[src/rtl/bank9_pkg.sv]
package bank9_pkg;

   localparam int BANK_W      = 9;
   localparam int RAMB_W      = 4;
   localparam int ROM_OFS_W   = 14;
   localparam int RAM_OFS_W   = 13;
   localparam int ROM_AW      = BANK_W + ROM_OFS_W;
   localparam int RAM_AW      = RAMB_W + RAM_OFS_W;
   localparam logic [7:0] ENABLE_KEY = 8'h0A;

   typedef enum logic [2:0] {
      CTL_NONE,
      CTL_RAMEN,
      CTL_ROMLO,
      CTL_ROMHI,
      CTL_RAMBANK
   } ctl_sel_e;

   typedef enum logic [1:0] {
      WIN_NONE,
      WIN_ROM_FIXED,
      WIN_ROM_BANKED,
      WIN_RAM
   } win_e;

   function automatic ctl_sel_e ctl_decode(input logic [3:0] a_hi);
      case (a_hi)
         4'h0, 4'h1: ctl_decode = CTL_RAMEN;
         4'h2:       ctl_decode = CTL_ROMLO;
         4'h3:       ctl_decode = CTL_ROMHI;
         4'h4, 4'h5: ctl_decode = CTL_RAMBANK;
         default:    ctl_decode = CTL_NONE;
      endcase
   endfunction

   function automatic win_e win_decode(input logic [2:0] a_top);
      case (a_top)
         3'd0, 3'd1: win_decode = WIN_ROM_FIXED;
         3'd2, 3'd3: win_decode = WIN_ROM_BANKED;
         3'd5:       win_decode = WIN_RAM;
         default:    win_decode = WIN_NONE;
      endcase
   endfunction

endpackage

[src/rtl/bank9_ctrl_regs.sv]
module bank9_ctrl_regs
   import bank9_pkg::*;
#(
   parameter bit RAM_PRESENT = 1'b1
) (
   input  logic              clk,
   input  logic              rst_n,
   input  logic [3:0]        addr_hi,
   input  logic [7:0]        wdata,
   input  logic              wr,
   output logic [BANK_W-1:0] rom_bank,
   output logic [RAMB_W-1:0] ram_bank,
   output logic              ram_en
);

   localparam int HI_W = BANK_W - 8;

   ctl_sel_e          sel;
   logic [BANK_W-1:0] rom_bank_q;
   logic [RAMB_W-1:0] ram_bank_q;
   logic              ram_en_q;

   assign sel = ctl_decode(addr_hi);

   always_ff @(posedge clk or negedge rst_n) begin
      if (!rst_n) begin
         rom_bank_q <= BANK_W'(1);
         ram_en_q   <= 1'b0;
      end else if (wr) begin
         case (sel)
            CTL_RAMEN: ram_en_q <= (wdata == ENABLE_KEY);
            CTL_ROMLO: rom_bank_q[7:0] <= wdata;
            CTL_ROMHI: rom_bank_q[BANK_W-1:8] <= wdata[HI_W-1:0];
            default: ;
         endcase
      end
   end

   generate
      if (RAM_PRESENT) begin : g_ram_bank
         always_ff @(posedge clk or negedge rst_n) begin
            if (!rst_n)
               ram_bank_q <= '0;
            else if (wr && sel == CTL_RAMBANK)
               ram_bank_q <= wdata[RAMB_W-1:0];
         end


         ram_bank_load_chk: assert property (@(posedge clk) disable iff (!rst_n)
            (wr && addr_hi[3:1] == 3'b010) |=> (ram_bank_q == $past(wdata[RAMB_W-1:0])));
      end else begin : g_no_ram_bank
         assign ram_bank_q = '0;
      end
   endgenerate

   assign rom_bank = rom_bank_q;
   assign ram_bank = ram_bank_q;
   assign ram_en   = ram_en_q;


   ram_enable_key_chk: assert property (@(posedge clk) disable iff (!rst_n)
      (wr && addr_hi[3:1] == 3'b000) |=> (ram_en_q == ($past(wdata) == 8'h0A)));


   rom_lo_write_chk: assert property (@(posedge clk) disable iff (!rst_n)
      (wr && addr_hi == 4'h2) |=>
         (rom_bank_q[7:0] == $past(wdata) && rom_bank_q[BANK_W-1:8] == $past(rom_bank_q[BANK_W-1:8])));


   rom_hi_write_chk: assert property (@(posedge clk) disable iff (!rst_n)
      (wr && addr_hi == 4'h3) |=>
         (rom_bank_q[7:0] == $past(rom_bank_q[7:0]) && rom_bank_q[8] == $past(wdata[0])));


   ctl_quiet_chk: assert property (@(posedge clk) disable iff (!rst_n)
      (wr && addr_hi >= 4'h6) |=> ($stable(rom_bank_q) && $stable(ram_en_q) && $stable(ram_bank_q)));

endmodule

[src/rtl/bank9_rom_map.sv]
module bank9_rom_map
   import bank9_pkg::*;
#(
   parameter int ROM_BANKS = 320
) (
   input  logic [15:0]       addr,
   input  logic              rd,
   input  logic [BANK_W-1:0] bank,
   output logic [ROM_AW-1:0] rom_addr,
   output logic              rom_rd,
   output logic              rom_zero
);

   win_e win;
   logic bank_ok;
   logic [BANK_W-1:0] eff_bank;

   assign win      = win_decode(addr[15:13]);
   assign bank_ok  = (int'(bank) < ROM_BANKS);
   assign eff_bank = (win == WIN_ROM_BANKED) ? bank : '0;
   assign rom_addr = {eff_bank, addr[ROM_OFS_W-1:0]};

   always_comb begin
      rom_rd   = 1'b0;
      rom_zero = 1'b0;
      if (rd) begin
         case (win)
            WIN_ROM_FIXED:  rom_rd = 1'b1;
            WIN_ROM_BANKED: begin
               rom_rd   = bank_ok;
               rom_zero = !bank_ok;
            end
            default: ;
         endcase
      end
   end

endmodule

[src/rtl/bank9_ram_map.sv]
module bank9_ram_map
   import bank9_pkg::*;
#(
   parameter int RAM_BANKS   = 8,
   parameter bit RAM_PRESENT = 1'b1
) (
   input  logic [15:0]       addr,
   input  logic              rd,
   input  logic              wr,
   input  logic [RAMB_W-1:0] bank,
   input  logic              en,
   output logic [RAM_AW-1:0] ram_addr,
   output logic              ram_we,
   output logic              ram_rd,
   output logic              ram_zero
);

   logic in_win;
   logic usable;

   assign in_win   = (win_decode(addr[15:13]) == WIN_RAM);
   assign ram_addr = {bank, addr[RAM_OFS_W-1:0]};

   generate
      if (RAM_PRESENT) begin : g_ram
         assign usable = en && (int'(bank) < RAM_BANKS);
      end else begin : g_no_ram
         assign usable = 1'b0;
      end
   endgenerate

   assign ram_we   = wr && in_win && usable;
   assign ram_rd   = rd && in_win && usable;
   assign ram_zero = rd && in_win && !usable;

endmodule

[src/rtl/bank9_mapper.sv]
module bank9_mapper
   import bank9_pkg::*;
#(
   parameter int ROM_BANKS   = 320,
   parameter int RAM_BANKS   = 8,
   parameter bit RAM_PRESENT = 1'b1
) (
   input  logic              clk,
   input  logic              rst_n,
   input  logic [15:0]       cpu_addr,
   input  logic [7:0]        cpu_wdata,
   input  logic              cpu_wr,
   input  logic              cpu_rd,
   output logic [ROM_AW-1:0] rom_addr,
   output logic              rom_rd,
   output logic [RAM_AW-1:0] ram_addr,
   output logic              ram_we,
   output logic              ram_rd,
   output logic              zero_data
);

   generate
      if (ROM_BANKS < 1 || ROM_BANKS > (1 << BANK_W)) begin : g_bad_rom
         $error("ROM_BANKS out of range for a 9-bit bank number");
      end
      if (RAM_BANKS < 1 || RAM_BANKS > (1 << RAMB_W)) begin : g_bad_ram
         $error("RAM_BANKS out of range for a 4-bit bank number");
      end
   endgenerate

   logic [BANK_W-1:0] rom_bank;
   logic [RAMB_W-1:0] ram_bank;
   logic              ram_en;
   logic              rom_zero;
   logic              ram_zero;

   bank9_ctrl_regs #(.RAM_PRESENT(RAM_PRESENT)) i_regs (
      .clk      (clk),
      .rst_n    (rst_n),
      .addr_hi  (cpu_addr[15:12]),
      .wdata    (cpu_wdata),
      .wr       (cpu_wr),
      .rom_bank (rom_bank),
      .ram_bank (ram_bank),
      .ram_en   (ram_en)
   );

   bank9_rom_map #(.ROM_BANKS(ROM_BANKS)) i_rom (
      .addr     (cpu_addr),
      .rd       (cpu_rd),
      .bank     (rom_bank),
      .rom_addr (rom_addr),
      .rom_rd   (rom_rd),
      .rom_zero (rom_zero)
   );

   bank9_ram_map #(.RAM_BANKS(RAM_BANKS), .RAM_PRESENT(RAM_PRESENT)) i_ram (
      .addr     (cpu_addr),
      .rd       (cpu_rd),
      .wr       (cpu_wr),
      .bank     (ram_bank),
      .en       (ram_en),
      .ram_addr (ram_addr),
      .ram_we   (ram_we),
      .ram_rd   (ram_rd),
      .ram_zero (ram_zero)
   );

   assign zero_data = rom_zero | ram_zero;


   rom_zero_excl_chk: assert property (@(posedge clk) disable iff (!rst_n)
      rom_rd |-> !zero_data);


   idle_quiet_chk: assert property (@(posedge clk) disable iff (!rst_n)
      !cpu_rd |-> (!zero_data && !rom_rd && !ram_rd));


   ram_we_window_chk: assert property (@(posedge clk) disable iff (!rst_n)
      ram_we |-> (cpu_wr && cpu_addr[15:13] == 3'b101 && ram_en));

endmodule

[config.mk]
export PLATFORM = sky130hd
export DESIGN_NAME = bank9_mapper
export DESIGN_NICKNAME = d
export VERILOG_FILES = /design/src/rtl/bank9_pkg.sv /design/src/rtl/bank9_ctrl_regs.sv /design/src/rtl/bank9_rom_map.sv /design/src/rtl/bank9_ram_map.sv /design/src/rtl/bank9_mapper.sv
export SDC_FILE = /design/constraint.sdc
export NUM_CORES = 1
export LEC_CHECK = 0
export CAP_MARGIN = 40
export CORE_MARGIN = 1.5
export CORE_UTILIZATION = 25
export CTS_CLUSTER_DIAMETER = 30
export DETAILED_ROUTE_END_ITERATION = 16
export DONT_BUFFER_PORTS = 1
export SLEW_MARGIN = 15
export SYNTH_ARGS = -nofsm -noshare
export SYNTH_HDL_FRONTEND = slang
export SYNTH_SLANG_ARGS = --single-unit
[constraint.sdc]
create_clock -name clk -period 2.8 [get_ports clk]
set_clock_uncertainty 0.05 [all_clocks]
set_input_delay 0.42 -clock clk [delete_from_list [all_inputs] [get_ports clk]]
set_output_delay 0.42 -clock clk [all_outputs]
set_load 0.005 [all_outputs]
# [Word-level counts from Yosys, hierarchy flattened]
# Index checks and enable logic that the tools add are counted.
[totals] ff_bits=14 output_inout_bits=44 word_cells=49
[classes] order_cmp=2 n_eq_ne=17 mux=7 bitwise_logic=1 reduce_logical=18
[op_table] operator="equality test 3 x 2 -> 1 bit, second input constant" count=4
[op_table] operator="one-hot mux 3 bit (4 select lines)" count=1
[op_table] operator="less-than comparator 9 bit, second input constant" count=1
[op_table] operator="2-to-1 mux 9 bit" count=1
[op_table] operator="equality test 4 x 2 -> 1 bit, second input constant" count=2
[op_table] operator="equality test 4 x 3 -> 1 bit, second input constant" count=2
[op_table] operator="equality test 8 x 4 -> 1 bit, second input constant" count=1
[op_table] operator="OR reduction 2 bit" count=4
[op_table] operator="logical AND 1 bit" count=7
[op_table] operator="equality test 3 x 1 -> 1 bit, second input constant" count=2
[op_table] operator="equality test 3 bit, second input constant" count=2
[op_table] operator="one-hot mux 2 bit (3 select lines)" count=1
[op_table] operator="AND reduction 2 bit" count=3
[op_table] operator="equality test 2 bit, second input constant" count=2
[op_table] operator="equality test 4 x 1 -> 1 bit, second input constant" count=1
[op_table] operator="logical NOT 4 bit" count=1
[op_table] operator="less-than comparator 4 bit, second input constant" count=1
[op_table] operator="logical NOT 3 bit" count=1
[op_table] operator="2-to-1 mux 1 bit" count=3
[op_table] operator="equality test 2 x 1 -> 1 bit, second input constant" count=1
[op_table] operator="logical NOT 1 bit" count=2
[op_table] operator="one-hot mux 1 bit (2 select lines)" count=1
[op_table] operator="OR 1 bit" count=1

# [Depth between registers and ports, before layout]
# Gate-level depths: netlist (run 1).
[depth] word_depth=7 depth_mapped=4

# [Hierarchy]
# Synthesis (run 1) repeated with hierarchy kept, for this count alone.
[unflattened] hier_cells=87 hier_area_um2=1002.2
[by_module_without_submodules] mod="bank9_ctrl_regs" n_inst=1 cells_each=36 area_per_inst_um2=594.3
[by_module_without_submodules] mod="bank9_rom_map" n_inst=1 cells_each=27 area_per_inst_um2=214.0
[by_module_without_submodules] mod="bank9_ram_map" n_inst=1 cells_each=23 area_per_inst_um2=187.7
[by_module_without_submodules] mod="bank9_mapper" n_inst=1 cells_each=1 area_per_inst_um2=6.3

# [Worst setup path after synthesis (run 1)]
# Ideal clock, no wire load.
[synth_path] kind="in2out" startpoint="in cpu_addr[15]" endpoint="out rom_addr[14]" t_arrival_ns=0.987 t_required_ns=2.330 slack_ns=1.343 stages=3 n_path_buf=1 cell_sequence="buf_2 nor2b_1 and2_1"
[synth_between] elab_chain_len=5 word_cells_on_any_way=10
[synth_rtl] element="start: declaration" line="bank9_mapper.sv:10" source="input logic [15:0] cpu_addr,"
[synth_rtl] element="equality test 3 x 2 -> 1 bit, or another cell as far along" line="bank9_pkg.sv:37" source="case (a_top)"
[synth_rtl] element="OR reduction 2 bit" line="bank9_pkg.sv:37"
[synth_rtl] element="one-hot mux 2 bit (3 select lines) (*)" line="bank9_pkg.sv:37"
[synth_rtl] element="equality test 2 bit (*)" line="bank9_rom_map.sv:20" source="assign eff_bank = (win == WIN_ROM_BANKED) ? bank : '0;"
[synth_rtl] element="2-to-1 mux 9 bit (*)" line="bank9_rom_map.sv:20"
[synth_rtl] element="end: declaration" line="bank9_mapper.sv:14" source="output logic [ROM_AW-1:0] rom_addr,"
# Mark *: on every way between the ends. The rest lies on a longest branch, timed or not.

# [Worst setup path in the final report (run 1)]
[layout_path] startpoint="reg i_regs.ram_bank_q[3], in the netlist i_regs.ram_bank[3]" endpoint="out zero_data"
[layout_between] elab_chain_len=5
[layout_rtl] element="start: declaration" line="bank9_ctrl_regs.sv:20" source="logic [RAMB_W-1:0] ram_bank_q;"
[layout_rtl] element="start signal: assignment" line="bank9_ctrl_regs.sv:45" source="ram_bank_q <= wdata[RAMB_W-1:0];"
[layout_rtl] element="less-than comparator 4 bit" line="bank9_ram_map.sv:26" source="assign usable = en && (int'(bank) < RAM_BANKS);"
[layout_rtl] element="logical AND 1 bit" line="bank9_ram_map.sv:26"
[layout_rtl] element="logical NOT 1 bit" line="bank9_ram_map.sv:34" source="assign ram_zero = rd && in_win && !usable;"
[layout_rtl] element="logical AND 1 bit" line="bank9_ram_map.sv:34"
[layout_rtl] element="OR 1 bit" line="bank9_mapper.sv:69" source="assign zero_data = rom_zero | ram_zero;"
[layout_rtl] element="end: declaration" line="bank9_mapper.sv:19" source="output logic zero_data"
# No other way between the ends.

==> results.md, run 1 <==
Global routing:
- The via count of the first global-routing pass is 527.
- The pin count of the biggest net entering global routing is 15.
- The first global-routing pass estimated 2822 microns of wire.
- In the global route stage, overall resource usage came out at 0.09036.
- Summed over all layers, the global routing overflow is 0.
- The number of antenna violations at the first check in global routing is 0.

Job:
- The max-cap violation count is 0.

Timing:
- The hold violation count in the final report is 0.
- At the pin with the least slew margin, the transition time is 0.6138 ns.
- The number of max-slew violations in the final report was 0.
- The worst slew margin relative to its limit is 0.5895.
- Setup repair after global routing left no endpoint under its margin.
- Setup violations remaining at the end of the flow were counted as 0.
- Across all hold checks on the routed design, the worst slack comes to 0.2361 ns.
- The clock period minus worst slack is 1.730 ns.
- Static timing analysis puts the maximum clock frequency at 577.9 MHz.
- The summed negative setup slack over all endpoints is 0 ns.
- The post-route clock period utilization is 0.6180.

Power and ir drop:
- The analysis attributes to cell leakage a power of 0.3201 nW.
- The overall power is 460.4 uW.
- Across the VDD grid, the largest voltage drop is 229.0 uV.
- The areal power density over the cells is 578.6 mW/mm^2.

Floorplanning:
- The initial utilization of the core area, before any placement, comes to 0.2685.
- The die covers 0.004041 sq mm.
- The height of the chip is 63.57 microns.
- The floorplan step defined a core boundary enclosing 0.003416 sq mm.
- The I/O pin count is 72.
- The die is 63.57 microns wide.
- The floorplan has 21 rows.

Place:
- The sum of net half-perimeters after detailed placement is 1472 microns.
- Input and output buffers added on the ports amount to 0.
- The final RePlAce weighted congestion is 0.6480.

Clock tree:
- The clock insertion delay at the later pin of the skew report is 0.27 ns.
- TritonCTS built the clock tree.
- The root buffer selected by CTS is sky130_fd_sc_hd__clkbuf_4.
- The buffer levels on the longest clock path is 2.
- The number of H-tree levels is 1.
- Post-CTS timing repair inserted 0 buffers for setup.
- The clock sink total is 14.
- The clock edge transition at the registers on the reported setup and hold paths is 0.08 ns.
- The number of clock buffers inserted by TritonCTS is 3.

Synthesis:
- The post-synthesis mux area share is 0.1596.
- The post-synthesis xor/xnor area fraction is 0.
- The dominant combinational cell family by area after synthesis is buffers and inverters.
- The cell taking the most area after synthesis is sky130_fd_sc_hd__dfrtp_1.
- The number of nets produced by synthesis is 112.
- The mapped netlist covers 917.1 sq um.
- The post-synthesis simple-gate area fraction is 0.1965.
- After synthesis, the share of flip-flops with an asynchronous set or reset is 1.000.
- For this run, the register share of the synthesized area comes to 0.3834.
- The dominant cell by count in the synthesized netlist is sky130_fd_sc_hd__buf_4.
- After synthesis the netlist holds a flip-flop and latch count of 14.
- The share of the synthesized area in compound gates (AO/OA/AOI/OAI) is 0.02183.
- The fraction of the mapped netlist area in adder cells is 0.
- The netlist uses 23 different library cells.
- The area share of the largest cell type after synthesis is 0.3547.
- For this run, the leading register cell type out of synthesis is sky130_fd_sc_hd__dfrtp_1.
- The commonest cells after synthesis are sky130_fd_sc_hd__buf_4, sky130_fd_sc_hd__dfrtp_1, sky130_fd_sc_hd__mux2_2.
- The Yosys step of the flow raised 0 warnings.
- The average size of a mapped cell is 10.92 sq um.
- After technology mapping, the gate count stands at 84.
- The number of synthesized flops with an enable pin is 0.
- In the post-synthesis netlist, the biggest area contributors are sky130_fd_sc_hd__dfrtp_1, sky130_fd_sc_hd__buf_4, sky130_fd_sc_hd__mux2_2, sky130_fd_sc_hd__and2_1, sky130_fd_sc_hd__dfstp_2.

Finish:
- Of the cells placed in the final design, the portion with a size suffix greater than 1 is 0.2833.
- After the last flow step, the layout net total stands at 89.
- The count of inserted antenna diode cells is 0.
- The layout overhead on the synthesized area is -13.23%.
- The number of filler instances in the final layout is 385.

Route:
- The number of iterations in the first detailed-routing pass is 4.
- The number of vias per cell is 4.557.
- For this block, the via count after detailed routing is 483.
- The average routed wire per standard cell is 17.15 microns.
- The remaining number of nets flagged by the antenna check after routing is 0.
- The routed wire length is 1818 microns.
- After the first detailed-routing iteration, the DRC count stood at 3.
- The remaining design rule violation count is 0.

Worst setup path:
- The largest fanout on the critical path is 3.
- The number of cells on the worst reg-to-reg path is 1.
- For the worst setup path, the data arrival time is 1.26 ns.
- For the worst setup path, the data required time is 2.33 ns.
- The reg2reg setup slack is 1.95 ns.
- The endpoint of the worst-slack reg-to-reg timing path is i_regs.rom_bank[7].
- The startpoint identified for the worst register-to-register timing path is i_regs.rom_bank[7].
- The worst setup path is launched from a flop.
- The worst setup path is captured at an output pin.
- The critical path class is flop to output pin.

Hold path:
- The worst hold path belongs to the class input port to flop.
- The cell depth of the worst min-delay path is 1.
- For hold timing, the worst endpoint is i_regs.rom_bank[2].
- The startpoint of the lowest-slack hold path is cpu_wdata[2].

Outcome:
- The flow ran to the end, and the final reports show no timing, DRC or antenna violations.
-- state kept, by name (all words and copies together), names as in the netlist --
name	cells
i_regs.rom_bank	9
i_regs.ram_bank	4
i_regs.ram_en	1
-- timing repair --
action,4_1_cts,5_1_grt
resized for setup,0,0
endpoints found under the hold margin,14,0
hold buffers,1,0
endpoints found under the setup margin,0,0
-- routing by layer --
layer | track usage | vias up | part of all wire
li1 | - | 212 | -
met1 | 0.1047 | 228 | 0.39
met2 | 0.1329 | 27 | 0.44
met3 | 0.03393 | 16 | 0.13
met4 | 0.07065 | 0 | 0.045
met5 | 0 | - | 0
-- cell usage in the layout, fill, tap and decap left out, types with 2 or more instances in the layout --
cell,count
sky130_fd_sc_hd__and2_1,9
sky130_fd_sc_hd__and3b_1,2
sky130_fd_sc_hd__and4_1,2
sky130_fd_sc_hd__clkbuf_4,3
sky130_fd_sc_hd__dfrtp_1,13
sky130_fd_sc_hd__mux2_1,2
sky130_fd_sc_hd__mux2_2,11
sky130_fd_sc_hd__nor2b_1,2
-- logic make-up after synthesis --
kind of cell | Yosys count
flip-flops | 14
multiplexers | 13
AND/OR/NAND/NOR | 24
buffers and inverters | 30
AO/OA/AOI/OAI | 3
-- final cells by class --
type	instances	area, sq um	share of cell area
clock buffer	4	26.28	0.03302
sequential	14	351.6	0.4418
timing repair buffer	1	10.01	0.01258
tap	46	57.56	0.07233
inverter	1	3.754	0.004717
multi-input combinational	40	346.6	0.4355
-- worst max path at each step --
| stage | depth (start not counted) | endpoint | slack, ns | start |
|---|---|---|---|---|
| finish | 3 | zero_data | 1.07 | i_regs.ram_bank[3] |
| floorplan | 3 | rom_addr[14] | 1.34 | cpu_addr[15] |
| global placement | 3 | i_regs.rom_bank[5] | 1.23 | cpu_addr[13] |
| global route | 3 | zero_data | 0.97 | i_regs.ram_bank[3] |
| CTS | 3 | zero_data | 1.04 | i_regs.ram_bank[3] |
| detailed placement | 3 | i_regs.rom_bank[4] | 1.17 | cpu_addr[13] |
-- critical path: stages (launching register included) --
cell	delay, ns
sky130_fd_sc_hd__dfrtp_1	0.42
sky130_fd_sc_hd__nor2b_1	0.18
sky130_fd_sc_hd__and3b_1	0.20
sky130_fd_sc_hd__o21a_1	0.19
-- metrics by stage --
| stage | area, sq um | instances | utilization | setup WS (ns) |
|---|---|---|---|---|
| 6_report | 795.8 | 106 | 0.2330 | 1.070 |
| 5_1_grt | 795.8 | 106 | 0.2330 | 0.9723 |
| 4_1_cts | 795.8 | 106 | 0.2330 | 1.038 |
| 3_5_place_dp | 759.5 | 101 | 0.2223 | 1.169 |
| 3_3_place_gp | 759.5 | 101 | 0.2223 | 1.234 |
| 2_1_floorplan | 917.1 | 84 | - | 1.343 |
-- where the power goes --
group	leakage (nW)	internal, mW	switching (mW)
Combinational	0.135	0.0434	0.0274
Clock	0.0150	0.0551	0.0600
Sequential	0.170	0.248	0.0263
Total	0.320	0.347	0.114
(Power assumes the default switching activity.)
==> inputs of run 2 (changes only) <==
- ABC_AREA: not set -> 1
- clock period: 2.8 -> 1.5 ns (I/O delays scaled with it)
==> run 2 against run 1 <==
Effect of this change:
- hold slack got worse by 0.14 ns
- global-route usage down 0.11 points
- critical path type unchanged
- sequential cell count stayed put
- clock-buffer cell count unchanged
- via count up 29%
- non-clock buffer count unchanged
- highest routed layer unchanged
==> results.md, run 2 <==
Clock tree:
- The clock sink total is 14.
- Clock-pin slew was measured on the worst setup and hold paths at 0.06 ns.
- Clock latency on the worst-skew pair, taken at its later pin, is 0.24 ns.
- The number of instances resized during post-cts repair is 0.
- The number of H-tree levels is 1.
- TritonCTS built the clock tree.
- The clock passes through at most 2 buffers.
- The tree is rooted in a sky130_fd_sc_hd__clkbuf_8.
- The number of clock buffers inserted by TritonCTS is 3.

Place:
- The final RePlAce weighted congestion is 0.6749.
- The sum of net half-perimeters after detailed placement is 1489 microns.
- The number of I/O port buffers is 0.

Floorplanning:
- The site row count is 22.
- The width of the chip is 66.36 microns.
- The initial core utilization is 0.2680.
- The height of the chip is 66.36 microns.
- The floorplan step defined a die boundary enclosing 0.004403 sq mm.
- After floorplanning, the core was sized to cover 0.003744 sq mm.
- The I/O pin count is 72.

Finish:
- The flip-flop count of the largest register after layout is 9.
- The top cell types in the final layout, fill and taps aside, are sky130_fd_sc_hd__inv_1, sky130_fd_sc_hd__nand2_1, sky130_fd_sc_hd__nor2_1.
- The most common cell after layout, fill and taps aside is sky130_fd_sc_hd__inv_1.
- From synthesis to final layout, the design area changed by -9.975%.
- The count of inserted antenna diode cells is 0.
- The utilization after layout is 0.2413.
- Of the cells placed in the final design, the portion with a size suffix greater than 1 is 0.1545.
- The net count of the finished layout is 139.

Timing:
- Setup violations remaining at the end of the flow were counted as 0.
- Measured against its own limit, the worst slew margin works out to 0.5744.
- The hold violation count in the final report came to 0.
- The post-route clock period utilization is 0.8999.
- Summed over all failing endpoints, the final setup total negative slack is 0 ns.
- Setup repair after global routing left no endpoint under its margin.
- For the pin with the worst max-slew slack, the measured transition is 0.6364 ns.
- The worst path needs 1.350 ns of the cycle, external delays included.
- Across all hold checks on the routed design, the worst slack comes to 0.09760 ns.
- The number of max-slew violations in the final report is 0.
- The timing-limited maximum frequency is 740.8 MHz.

Worst setup path:
- The launching element of the worst setup path is i_regs.ram_bank[3].
- The worst setup path endpoint is ram_we.
- The critical path goes through nor2_1, inv_1, nor3_1.
- The largest individual stage delay along the critical path comes from the cell sky130_fd_sc_hd__dfrtp_1.
- The kind of launch point of the worst setup path is a flop.
- Across all register-to-register paths, the minimum setup slack is 0.73 ns.
- The type of element capturing the critical path is an output pin.
- The cell depth of the worst setup path is 3.
- The critical path buffer and inverter count is 1.
- The data arrival time of the worst path is 1.07 ns.
- Measured in cells, the most critical reg-to-reg path has a length of 2.
- The critical path in this run is classified as flop to output pin.
- The largest fanout on the critical path is 3.
- The highest cell delay on the worst timing path is 0.41 ns.
- The family of cells with the greatest summed delay on the critical path is flip-flops.
- The required time reported for the critical path endpoint is 1.22 ns.
- The worst register-to-register path ends at i_regs.rom_bank[0].
- In this run the critical register-to-register path is launched from i_regs.rom_bank[0].

Global routing:
- The total overflow left after global routing is 0.
- The via count of the first global-routing pass is 615.
- The number of antenna violations at the first check in global routing is 0.
- The wire length of the first global-routing pass is 2884 microns.
- Entering global routing, the biggest net connects 17 pins.
- Across every metal layer, demand over resource in global routing totals 0.08926.

Route:
- The remaining design rule violation count is 0.
- The number of iterations in the first detailed-routing pass is 4.
- After detailed routing, the average wire length per cell comes to 11.65 microns.
- In the detailed route, the total length drawn on met3 is 154 microns.
- After detailed routing, no signal wire sits above met4.
- After detailed routing, the met2 layer carries 755 microns of wire.
- The sum of routed wire segments on met1 is 869 microns.
- The routed wire length is 1840 microns.
- After the first detailed-routing iteration, the DRC count stood at 12.
- The total via count after detailed routing is 621.
- The number of vias per cell is 3.930.
- The count of nets left with antenna violations once routing finished came out at 0.

Outcome:
- The flow ran to the end, and the final reports show no timing, DRC or antenna violations.

Synthesis:
- The average size of a mapped cell is 7.489 sq um.
- The cell count after synthesis came out at 134.
- The area share of the largest cell type after synthesis is 0.3242.
- Of all flip-flops after synthesis, the portion carrying an async set or reset was 1.000.
- Summing every instance area after synthesis gives 0.001003 sq mm.
- Synthesis inferred 14 register bits.
- By area the synthesized netlist is led by sky130_fd_sc_hd__dfrtp_1, sky130_fd_sc_hd__buf_4, sky130_fd_sc_hd__inv_1, sky130_fd_sc_hd__nand2_1, sky130_fd_sc_hd__o21ai_2.
- The count of unique library cells instantiated by Yosys is 18.
- Sorting the synthesized cells by how often they occur yields sky130_fd_sc_hd__buf_4, sky130_fd_sc_hd__inv_1, sky130_fd_sc_hd__nand2_1.
- The number of synthesized flops with an enable pin is 0.
- sky130_fd_sc_hd__dfrtp_1 takes more of the synthesized area than any other cell.
- The Yosys step of the flow raised 0 warnings.
- Counting every net in the synthesized netlist gives 162.
- The commonest register cell after synthesis is sky130_fd_sc_hd__dfrtp_1.
- Of the synthesized area, sequential elements account for 0.3504.

Power and ir drop:
- The areal power density over the cells is 1127 mW/mm^2.
- IR analysis of the VDD net gives a maximum drop of 432.8 uV.
- The analysis attributes to cell leakage a power of 0.4548 nW.
- The overall power is 1.018 mW.

Hold path:
- The path class of the tightest hold or removal check is input port to flop.

Job:
- The tool flagged a number of max-cap violations equal to 0.
-- run 2: cell types whose count changed after synthesis, sizes merged, moves of 2 or more --
cell,delta
nand2,+24
and4bb,-2
and4,-2
inv,+26
nand3,+3
nor3,+2
nor2,+16
o21ai,+14
nor2b,-3
mux2,-13
and3b,-2
and2,-9
-- run 2: metrics by stage --
step	area (sq um)	setup WS, ns	instances
global route	903.4	0.02979	158
CTS	903.4	0.1281	158
global placement	838.3	0.4050	153
detailed placement	838.3	0.3972	153
finish	903.4	0.1502	158
floorplan	1003	0.5024	134
-- run 2: how the worst min path moves through the flow --
stage,to,slack [ns],cells after the start,startpoint
global placement,i_regs.rom_bank[2],-0.12,0,rst_n
detailed placement,i_regs.rom_bank[4],-0.12,0,rst_n
global route,i_regs.rom_bank[1],0.10,2,cpu_wdata[1]
CTS,i_regs.rom_bank[1],0.1,2,cpu_wdata[1]
finish,i_regs.rom_bank[1],0.1,2,cpu_wdata[1]
floorplan,i_regs.ram_bank[0],-0.12,0,rst_n
-- run 2: layout make-up --
| type | instances | area, sq um |
|---|---|---|
| flip-flops and latches | 14 | 351.6 |
| fillers | 446 | 2840 |
| multi-input cells | 64 | 325.3 |
| well taps | 48 | 60.06 |
| repair buffers | 1 | 10.01 |
| clock buffers | 4 | 55.05 |
| inverters | 27 | 101.3 |
-- run 2: metal layers --
layer  up-vias  GRT usage
met4         0    0.06122
met2        20     0.1213
met3        13    0.02044
met5         -          0
met1       265     0.1228
li1        323          -
-- run 2: repair_timing --
action	4_1_cts	5_1_grt
setup buffers	0	0
endpoints found under the setup margin	0	0
hold buffers	1	0
endpoints found under the hold margin	14	0
-- run 2: cell families (layout without fill, tap and decap cells) --
family	after synthesis	in the layout	synth area share
and+or+nand+nor	48	48	0.2145
buffers and inverters	56	32	0.3254
AOI/OAI and AO/OA	16	16	0.1097
DFF	14	14	0.3504
-- run 2: where the power goes --
part           switching (mW)  leakage (nW)  total (mW)  internal (mW)
sequential             0.0427         0.176       0.495          0.452
combinational           0.103         0.250       0.169         0.0656
clock                   0.123        0.0288       0.354          0.232
